===== config.mk =====
export PLATFORM = sky130hd
export DESIGN_NAME = exc_arbiter
export DESIGN_NICKNAME = d
export VERILOG_FILES = /design/src/rtl/exc_arb_pkg.sv /design/src/rtl/exc_first_pick.sv /design/src/rtl/exc_promo_pick.sv /design/src/rtl/exc_prio_reg.sv /design/src/rtl/exc_vec_lut.sv /design/src/rtl/exc_arbiter.sv
export SDC_FILE = /design/constraint.sdc
export NUM_CORES = 1
export LEC_CHECK = 0
export ABC_AREA = 1
export ABC_CLOCK_PERIOD_IN_PS = 3800
export BUFFER_PORTS_ARGS = -buffer_cell sky130_fd_sc_hd__buf_4
export CAP_MARGIN = 10
export CORE_MARGIN = 2
export CORE_UTILIZATION = 45
export CTS_CLUSTER_SIZE = 14
export DETAILED_ROUTE_END_ITERATION = 7
export PLACE_DENSITY_LB_ADDON = 0.25
export SLEW_MARGIN = 5
export SYNTH_ARGS = -nofsm -noshare
export SYNTH_HDL_FRONTEND = slang
export SYNTH_SLANG_ARGS = --single-unit

===== constraint.sdc =====
create_clock -name clk -period 3.8 [get_ports clk]
set_input_delay 0.57 -clock clk [delete_from_list [all_inputs] [get_ports clk]]
set_output_delay 0.57 -clock clk [all_outputs]
set_load 0.05 [all_outputs]

===== src/rtl/exc_arb_pkg.sv =====
package exc_arb_pkg;
   localparam int NM_COUNT = 6;
   typedef enum logic [2:0] {
      NM_POWER_RST = 3'd0,
      NM_CLKMON    = 3'd1,
      NM_WDOG      = 3'd2,
      NM_ILLOP     = 3'd3,
      NM_SWTRAP    = 3'd4,
      NM_XLINE     = 3'd5
   } nm_src_e;
endpackage


===== src/rtl/exc_first_pick.sv =====
// Lowest-index-wins search over a request vector.
module exc_first_pick #(
   parameter int N  = 6,
   parameter int IW = 3
) (
   input  logic [N-1:0]  req,
   output logic          valid,
   output logic [IW-1:0] idx
);
   generate
      if (N < 1 || (1 << IW) < N) begin : g_bad_cfg
         $error("exc_first_pick: index width too small");
      end
   endgenerate

   always_comb begin
      valid = 1'b0;
      idx   = '0;
      for (int k = N - 1; k >= 0; k--) begin
         if (req[k]) begin
            valid = 1'b1;
            idx   = IW'(k);
         end
      end
   end
endmodule


===== src/rtl/exc_promo_pick.sv =====
// Maskable arbitration: promoted index first, then lowest eligible index.
module exc_promo_pick #(
   parameter int N  = 16,
   parameter int IW = 4
) (
   input  logic [N-1:0]  elig,
   input  logic [IW-1:0] promo,
   output logic          valid,
   output logic [IW-1:0] idx
);
   logic          base_valid;
   logic [IW-1:0] base_idx;

   generate
      if ((1 << IW) != N) begin : g_bad_cfg
         $error("exc_promo_pick: N must equal 2**IW");
      end
   endgenerate

   exc_first_pick #(.N(N), .IW(IW)) u_base (
      .req  (elig),
      .valid(base_valid),
      .idx  (base_idx)
   );

   always_comb begin
      valid = base_valid;
      idx   = base_idx;
      if (elig[promo]) idx = promo;
   end
endmodule


===== src/rtl/exc_prio_reg.sv =====
// Promotion register: writable only while maskable interrupts are inhibited.
module exc_prio_reg #(
   parameter int IW = 4
) (
   input  logic          clk,
   input  logic          rst_n,
   input  logic          i_mask,
   input  logic          wr,
   input  logic [IW-1:0] wdata,
   output logic [IW-1:0] prio_q
);
   always_ff @(posedge clk or negedge rst_n) begin
      if (!rst_n)               prio_q <= '0;
      else if (wr && i_mask)    prio_q <= wdata;
   end

   // with interrupts unmasked the register cannot move
   assert_prio_locked_R9: assert property (@(posedge clk) disable iff (!rst_n)
      !i_mask |=> $stable(prio_q));
endmodule


===== src/rtl/exc_vec_lut.sv =====
// Fixed vector table, computed from the identifier.
module exc_vec_lut #(
   parameter int          NUM_ID = 22,
   parameter int          IDW    = 5,
   parameter int          VW     = 16,
   parameter logic [15:0] TOP    = 16'hFFFE
) (
   input  logic [IDW-1:0] id,
   output logic [VW-1:0]  vec
);
   localparam int SLOTS = 1 << IDW;
   logic [VW-1:0] tbl [SLOTS];

   generate
      if (NUM_ID > SLOTS) begin : g_bad_cfg
         $error("exc_vec_lut: too many identifiers");
      end
      for (genvar g = 0; g < SLOTS; g++) begin : g_slot
         if (g < NUM_ID) begin : g_used
            assign tbl[g] = VW'(int'(TOP) - 2 * g);
         end else begin : g_spare
            assign tbl[g] = '0;
         end
      end
   endgenerate

   assign vec = tbl[id];
endmodule


===== src/rtl/exc_arbiter.sv =====
module exc_arbiter #(
   parameter int          N_MASK   = 16,
   parameter int          VEC_W    = 16,
   parameter logic [15:0] VEC_TOP  = 16'hFFFE
) (
   input  logic                  clk,
   input  logic                  rst_n,
   input  logic [5:0]            nm_req,
   input  logic                  x_mask,
   input  logic                  i_mask,
   input  logic [N_MASK-1:0]     irq_pend,
   input  logic [N_MASK-1:0]     irq_en,
   input  logic                  prio_wr,
   input  logic [$clog2(N_MASK)-1:0] prio_wdata,
   output logic                  win_valid,
   output logic [$clog2(exc_arb_pkg::NM_COUNT + N_MASK)-1:0] win_id,
   output logic [VEC_W-1:0]      win_vector
);
   import exc_arb_pkg::*;

   localparam int IW     = $clog2(N_MASK);
   localparam int NUM_ID = NM_COUNT + N_MASK;
   localparam int IDW    = $clog2(NUM_ID);
   localparam int NMW    = $clog2(NM_COUNT);

   logic [NM_COUNT-1:0] nm_eff;
   logic [N_MASK-1:0]   elig;
   logic                nm_valid, mk_valid;
   logic [NMW-1:0]      nm_idx;
   logic [IW-1:0]       mk_idx, prio_q;
   logic                sel_valid;
   logic [IDW-1:0]      sel_id;
   logic [VEC_W-1:0]    sel_vec;

   assign nm_eff = {nm_req[NM_XLINE] & ~x_mask, nm_req[NM_SWTRAP:NM_POWER_RST]};
   assign elig   = irq_pend & irq_en & {N_MASK{~i_mask}};

   exc_prio_reg #(.IW(IW)) u_prio (
      .clk(clk), .rst_n(rst_n), .i_mask(i_mask),
      .wr(prio_wr), .wdata(prio_wdata), .prio_q(prio_q)
   );

   exc_first_pick #(.N(NM_COUNT), .IW(NMW)) u_nm (
      .req(nm_eff), .valid(nm_valid), .idx(nm_idx)
   );

   exc_promo_pick #(.N(N_MASK), .IW(IW)) u_mk (
      .elig(elig), .promo(prio_q), .valid(mk_valid), .idx(mk_idx)
   );

   always_comb begin
      sel_valid = nm_valid | mk_valid;
      if (nm_valid)      sel_id = IDW'(nm_idx);
      else if (mk_valid) sel_id = IDW'(NM_COUNT) + IDW'(mk_idx);
      else               sel_id = '0;
   end

   exc_vec_lut #(.NUM_ID(NUM_ID), .IDW(IDW), .VW(VEC_W), .TOP(VEC_TOP)) u_vec (
      .id(sel_id), .vec(sel_vec)
   );

   always_ff @(posedge clk or negedge rst_n) begin
      if (!rst_n) begin
         win_valid  <= 1'b0;
         win_id     <= '0;
         win_vector <= '0;
      end else begin
         win_valid  <= sel_valid;
         win_id     <= sel_id;
         win_vector <= sel_valid ? sel_vec : '0;
      end
   end

   // a hard request among bits 0..4 always yields a non-maskable winner
   assert_nm_first_R4: assert property (@(posedge clk) disable iff (!rst_n)
      $past(|nm_req[4:0]) |-> (win_valid && win_id < IDW'(NM_COUNT)));
   // maskable winners only appear when I was clear
   assert_i_gate_R5: assert property (@(posedge clk) disable iff (!rst_n)
      (win_valid && win_id >= IDW'(NM_COUNT)) |-> !$past(i_mask));
   // the external non-maskable line wins only when X was clear
   assert_x_gate_R3: assert property (@(posedge clk) disable iff (!rst_n)
      (win_valid && win_id == IDW'(NM_XLINE)) |-> !$past(x_mask));
   // an eligible promoted source with no hard request wins
   assert_promo_wins_R7: assert property (@(posedge clk) disable iff (!rst_n)
      ($past(nm_eff) == '0 && $past(elig[prio_q]))
      |-> (win_id == IDW'(NM_COUNT) + IDW'($past(prio_q))));
   // no winner flag means quiet identifier and vector
   assert_idle_zero_R11: assert property (@(posedge clk) disable iff (!rst_n)
      !win_valid |-> (win_id == '0 && win_vector == '0));
endmodule


# [After elaboration in Yosys (flattened, before gate mapping)]
# Memory sizes are Yosys's and may differ from the RTL's.
# Index checks and enable logic that the tools add are counted.
[totals] memories=1 romBits=512 elab_cells=68 output_inout_bits=22 register_bits=26
[memory_table] memory="(name not given)" words=32 width=16 rd=1 rd_ports_with_merged_regs=0 wr=0 line_no="exc_vec_lut.sv:27" text="assign vec = tbl[id];"
[classes] bitwise=7 n_reduce_logical=1 addsub=1 order_cmp=2 n_mux=52
[ops] cell="$mux W4" n=17
[ops] cell="$mux W16" n=3
[ops] cell="$and A16 B16 Y16" n=2
[ops] cell="$mux W1" n=23
[ops] cell="$mux W3" n=6
[ops] cell="$mux W5" n=2
[ops] cell="$ge A6 B6 Y1 const B" n=1
[ops] cell="$not A5 Y6" n=1
[ops] cell="$add A3 B4 Y5 const A" n=1
[ops] cell="$lt A4 B5 Y1 const B" n=1
[ops] cell="$bmux W1 S4" n=1
[ops] cell="$not A1 Y1" n=2
[ops] cell="$and A1 B1 Y1" n=1
[ops] cell="$logic_and A1 B1 Y1" n=1
[ops] cell="$or A1 B1 Y1" n=1

# [Longest topological paths before layout]
[logic_depth] word_depth=27 ltp_mapped=21

# [Cells and area by module]
# From an unflattened synthesis, not the netlist that was laid out.
[unflattened] cells_unflattened=278 area_unflattened_um2=1788.0
[by_module_without_submodules] mod="exc_arbiter" area_per_inst_um2=925.9 seq_area_each_um2=550.5 n_inst=1 cells_per_inst=114
[by_module_without_submodules] mod="exc_promo_pick" area_per_inst_um2=292.8 seq_area_each_um2=0.0 n_inst=1 cells_per_inst=61
[by_module_without_submodules] mod="exc_first_pick at u_mk.u_base" area_per_inst_um2=209.0 seq_area_each_um2=0.0 n_inst=1 cells_per_inst=49
[by_module_without_submodules] mod="exc_prio_reg" area_per_inst_um2=156.4 seq_area_each_um2=100.1 n_inst=1 cells_per_inst=17
[by_module_without_submodules] mod="exc_vec_lut" area_per_inst_um2=131.4 seq_area_each_um2=0.0 n_inst=1 cells_per_inst=22
[by_module_without_submodules] mod="exc_first_pick at u_nm" area_per_inst_um2=72.6 seq_area_each_um2=0.0 n_inst=1 cells_per_inst=15

# [Worst setup path before layout]
# No wires, ideal clock.
[synth_timing] path_type="input -> register" start="in i_mask" end="reg win_vector[3]" arrival_ps=1729 stages=15 path_slack_ps=1946 setup_ps=125 required_time_ps=3675 cell_sequence="inv_2 -> buf_12 -> nand3_2 -> nand2_1 -> nand3_1 -> nand3_1 -> nand3_2 -> nand2_2 -> nand2_1 -> o21ai_2 -> nand3_1 -> nand2_2 -> nand3_2 -> nand2_2 -> nor2_2"
[synth_via] elab_chain_cells=27 word_cells_on_any_way=46 classes_between="add/sub (1); mux (40); bitwise (4); memory (1)"
[synth_rtl] element="start: declaration" line_no="exc_arbiter.sv:10" text="input logic i_mask,"
[synth_rtl] element="$not A1 Y1 (*)" line_no="exc_arbiter.sv:36" text="assign elig = irq_pend & irq_en & {N_MASK{~i_mask}};"
[synth_rtl] element="$and A16 B16 Y16 (*)" line_no="exc_arbiter.sv:36"
[synth_rtl] element="$mux W4 (16 in a row)" line_no="exc_first_pick.sv:20" text="if (req[k]) begin"
[synth_rtl] element="$mux W4" line_no="exc_promo_pick.sv:29" text="if (elig[promo]) idx = promo;"
[synth_rtl] element="$add A3 B4 Y5" line_no="exc_arbiter.sv:54" text="else if (mk_valid) sel_id = IDW'(NM_COUNT) + IDW'(mk_idx);"
[synth_rtl] element="$mux W5 (*)" line_no="exc_arbiter.sv:54"
[synth_rtl] element="$mux W5 (*)" line_no="exc_arbiter.sv:53" text="if (nm_valid) sel_id = IDW'(nm_idx);"
[synth_rtl] element="via sel_id[2]" line_no="exc_arbiter.sv:32" text="logic [IDW-1:0] sel_id;"
[synth_rtl] element="$not A5 Y6 (implied by the code) (*)" line_no="exc_vec_lut.sv:27"
[synth_rtl] element="$mem_v2 Z32 W16 (*)"
[synth_rtl] element="$mux W16 (implied by the code) (*) (2 in a row)" line_no="exc_vec_lut.sv:27"
[synth_rtl] element="$mux W16 (*)" line_no="exc_arbiter.sv:70" text="win_vector <= sel_valid ? sel_vec : '0;"
[synth_rtl] element="end signal: assignment" line_no="exc_arbiter.sv:70"
[synth_rtl] element="end: declaration" line_no="exc_arbiter.sv:17" text="output logic [VEC_W-1:0] win_vector"
# The timed path passes the listed nets; every way through them passes the cells marked *. The select of a mux whose other input is x is not followed.
# A chain may end at the register's enable or synchronous reset.

# [Final worst setup path]
[layout_timing] start="in i_mask" end="reg win_vector[5]"
# Same word-level chain as after synthesis.

==> flow_summary.json <==
{
  "status": "finished clean",
  "synth_top_cell_area_share_pct": 31.19,
  "p_int_uw": 321.3,
  "timing.max_cap.violations": 0,
  "std_cell_rows": 19,
  "cts_tree": "built",
  "grt_pass1_wl_um": 4602,
  "start_util_pct": 46.96,
  "crit_required_ps": 3960,
  "via_count": 1294,
  "fin_crit_ps": 2031,
  "cts_setup_buffers": 0,
  "root_buffer": "clkbuf_4",
  "crit_type": "in -> reg",
  "leakage_nw": 0.9314,
  "antenna_found_initial": 0,
  "layout-drive-gt1-share_pct": 43.22,
  "critPathArrivalTime_ps": 2190,
  "h-tree-depth": 1,
  "diodes": 0,
  "cts.clk_slew.worst_paths_ps": 90,
  "setup_viol": 0,
  "critPathCaptureType": "flip-flop",
  "antenna_left": 0,
  "area_growth_pct": 36.16,
  "dieArea_um2": 3296,
  "min_path_type": "in -> async",
  "critPathLaunchType": "input port",
  "fp.dieW_um": 57.41,
  "drt_wl_total_um": 2709,
  "grt_max_degree": 17,
  "clockBufferDepth": 2,
  "cts_made_buffers": 3,
  "grt_use_total_pct": 17.11,
  "io-pin-count": 69,
  "fin_nets": 284,
  "final_max_slew_viol_count": 0,
  "finalHoldViolations": 0,
  "wl_per_cell_um": 10.15,
  "ff2ff_path_depth": 14,
  "finalCritPeriodShare_pct": 53.45,
  "clock_power_share_pct": 22.1,
  "portBuffers": 67,
  "syn_area_um2": 1284,
  "async_flop_share_pct": 100.0,
  "synth_fp_nets": 225,
  "clock_sinks": 16,
  "switching_share_pct": 35.59,
  "dpl.hpwl_um": 2302,
  "yosysWarningCount": 0,
  "synthCells": 178,
  "yosysMostFrequentCell": "nand2_1",
  "power_frac_seq_pct": 37.9,
  "yosysTopAreaCell": "dfrtp_1",
  "drtPass1Iterations": 4,
  "timing.fmax_mhz": 492.3,
  "final_util_pct": 63.94,
  "synth_flop_cell": "dfrtp_1",
  "yosys-top-cells-area": "dfrtp_1 31%, nand2_1 16%, nand3_2 7.8%, buf_4 6.4%, nand3_1 5.1%",
  "power_switching_uw": 177.5,
  "hold_buffers": 0,
  "ctsResizeCount": 0,
  "vdd_drop_max_mv": 0.4001,
  "clk_latency_ps": 280,
  "fin_worst_skew_ps": 5.534,
  "gp_congestion": 0.8297,
  "synth_cell_types": 27,
  "power_frac_comb_pct": 40.0,
  "core_um2": 2734,
  "synth_seq_cells": 16,
  "drtIter0Drc": 30,
  "grt_pass1_vias": 1177,
  "drc": 0,
  "finalSetupTns_ps": 0,
  "crit_fanout": 14,
  "p_total_uw": 498.8,
  "die_h_um": 57.41,
  "globalRouteOverflowTotal": 0,
  "via_per_inst": 4.846,
  "avgSynthCellArea_um2": 7.212,
  "power_density_nw_per_um2": 285.4,
  "rsz0062_at_grt": "false",
  "synth_edf_count": 0,
  "yosysSeqAreaShare_pct": 31.19,
  "synth_common_cells": "54 x nand2_1, 16 x dfrtp_1, 16 x nor2_1"
}
## metal layers
| layer | track usage, % | vias up | wire [um] |
|---|---|---|---|
| met1 | 20.68 | 567 | 1169 |
| met2 | 30.84 | 50 | 1328 |
| met4 | 2.326 | 0 | 0 |
| met5 | 0 | - | 0 |
| li1 | - | 677 | - |
| met3 | 4.762 | 0 | 210 |
## final timing paths
| path | startpoint | endpoint | slack, ps |
|---|---|---|---|
| hold / removal | rst_n | win_id[0] | 120 |
| setup / recovery | i_mask | win_vector[5] | 1770 |
| setup reg to reg | u_prio.prio_q[0] | win_vector[3] | 1930 |
| hold reg to reg | u_prio.prio_q[3] | u_prio.prio_q[3] | 570 |
| min in group clk | prio_wdata[3] | u_prio.prio_q[3] | 510 |
| max in group asynchronous | rst_n | win_vector[1] | 3500 |
## kinds of logic (layout without fill, tap and decap cells)
kind of cell	after synthesis	after routing	synth area share, %
AOI/OAI and AO/OA	19	19	9.454
buffers and inverters	30	88	13.84
DFF	16	16	31.19
muxes	1	1	0.8771
other	1	1	0.2921
and+or+nand+nor	111	111	44.35
## layout by cell type, fill, tap and decap left out, types with 2 or more instances in the layout
master    Yosys  routed
nor2_2        4       4
o21bai_1      2       2
buf_4        11      67
a31oi_1       4       4
nand3_4       2       2
nor2_1       16      16
inv_2         4       4
clkbuf_4      0       3
o21ai_0       4       4
inv_1        13      13
nand2_1      54      54
nand3b_1      2       2
a21oi_1       5       5
nand2_2       7       7
nand3_1      13      13
nand3_2      10      10
dfrtp_1      16      16
## worst max-delay path, stage by stage
cell and delay [ps]:
buf_4 130, inv_2 260, nand3_1 220, nand2_1 110
nand3_1 80, nand3_1 100, nand3_2 90, nand2_2 120
inv_2 50, nand2_1 90, nand2_2 80, nand2_2 80
nand2_2 60, nor2_2 100, nor2_1 50
## cell type report
type                    count  area, um^2
fillers                   276       985.9
multi-input cells         132       705.7
repair buffers             67       503.0
flip-flops and latches     16       400.4
clock buffers               4       36.28
inverters                  17       63.81
well taps                  31       38.79
## power by group through the flow
stage / Sequential, mW / Clock, mW / Combinational, mW
2_1_floorplan: 0.204 / 0 / 0.126
3_3_place_gp: 0.193 / 0 / 0.198
3_5_place_dp: 0.193 / 0 / 0.200
4_1_cts: 0.190 / 0.112 / 0.201
5_1_grt: 0.191 / 0.122 / 0.222
6_report: 0.189 / 0.110 / 0.199
## metrics by stage
step	instances	setup WS [ps]	cell area [um^2]	hold slack (ps)
floorplan	178	1946	1284	274.4
global placement	263	1490	1712	433.5
detailed placement	263	1448	1712	433.6
CTS	267	1750	1748	121.4
global route	267	1574	1748	106.3
finish	267	1769	1748	120.4
## flip-flops by register name (all words and copies together) (netlist names)
register and count:
u_prio.prio_q 4, win_id 5, win_valid 1, win_vector 6
Power figures use the tool's default switching activity.
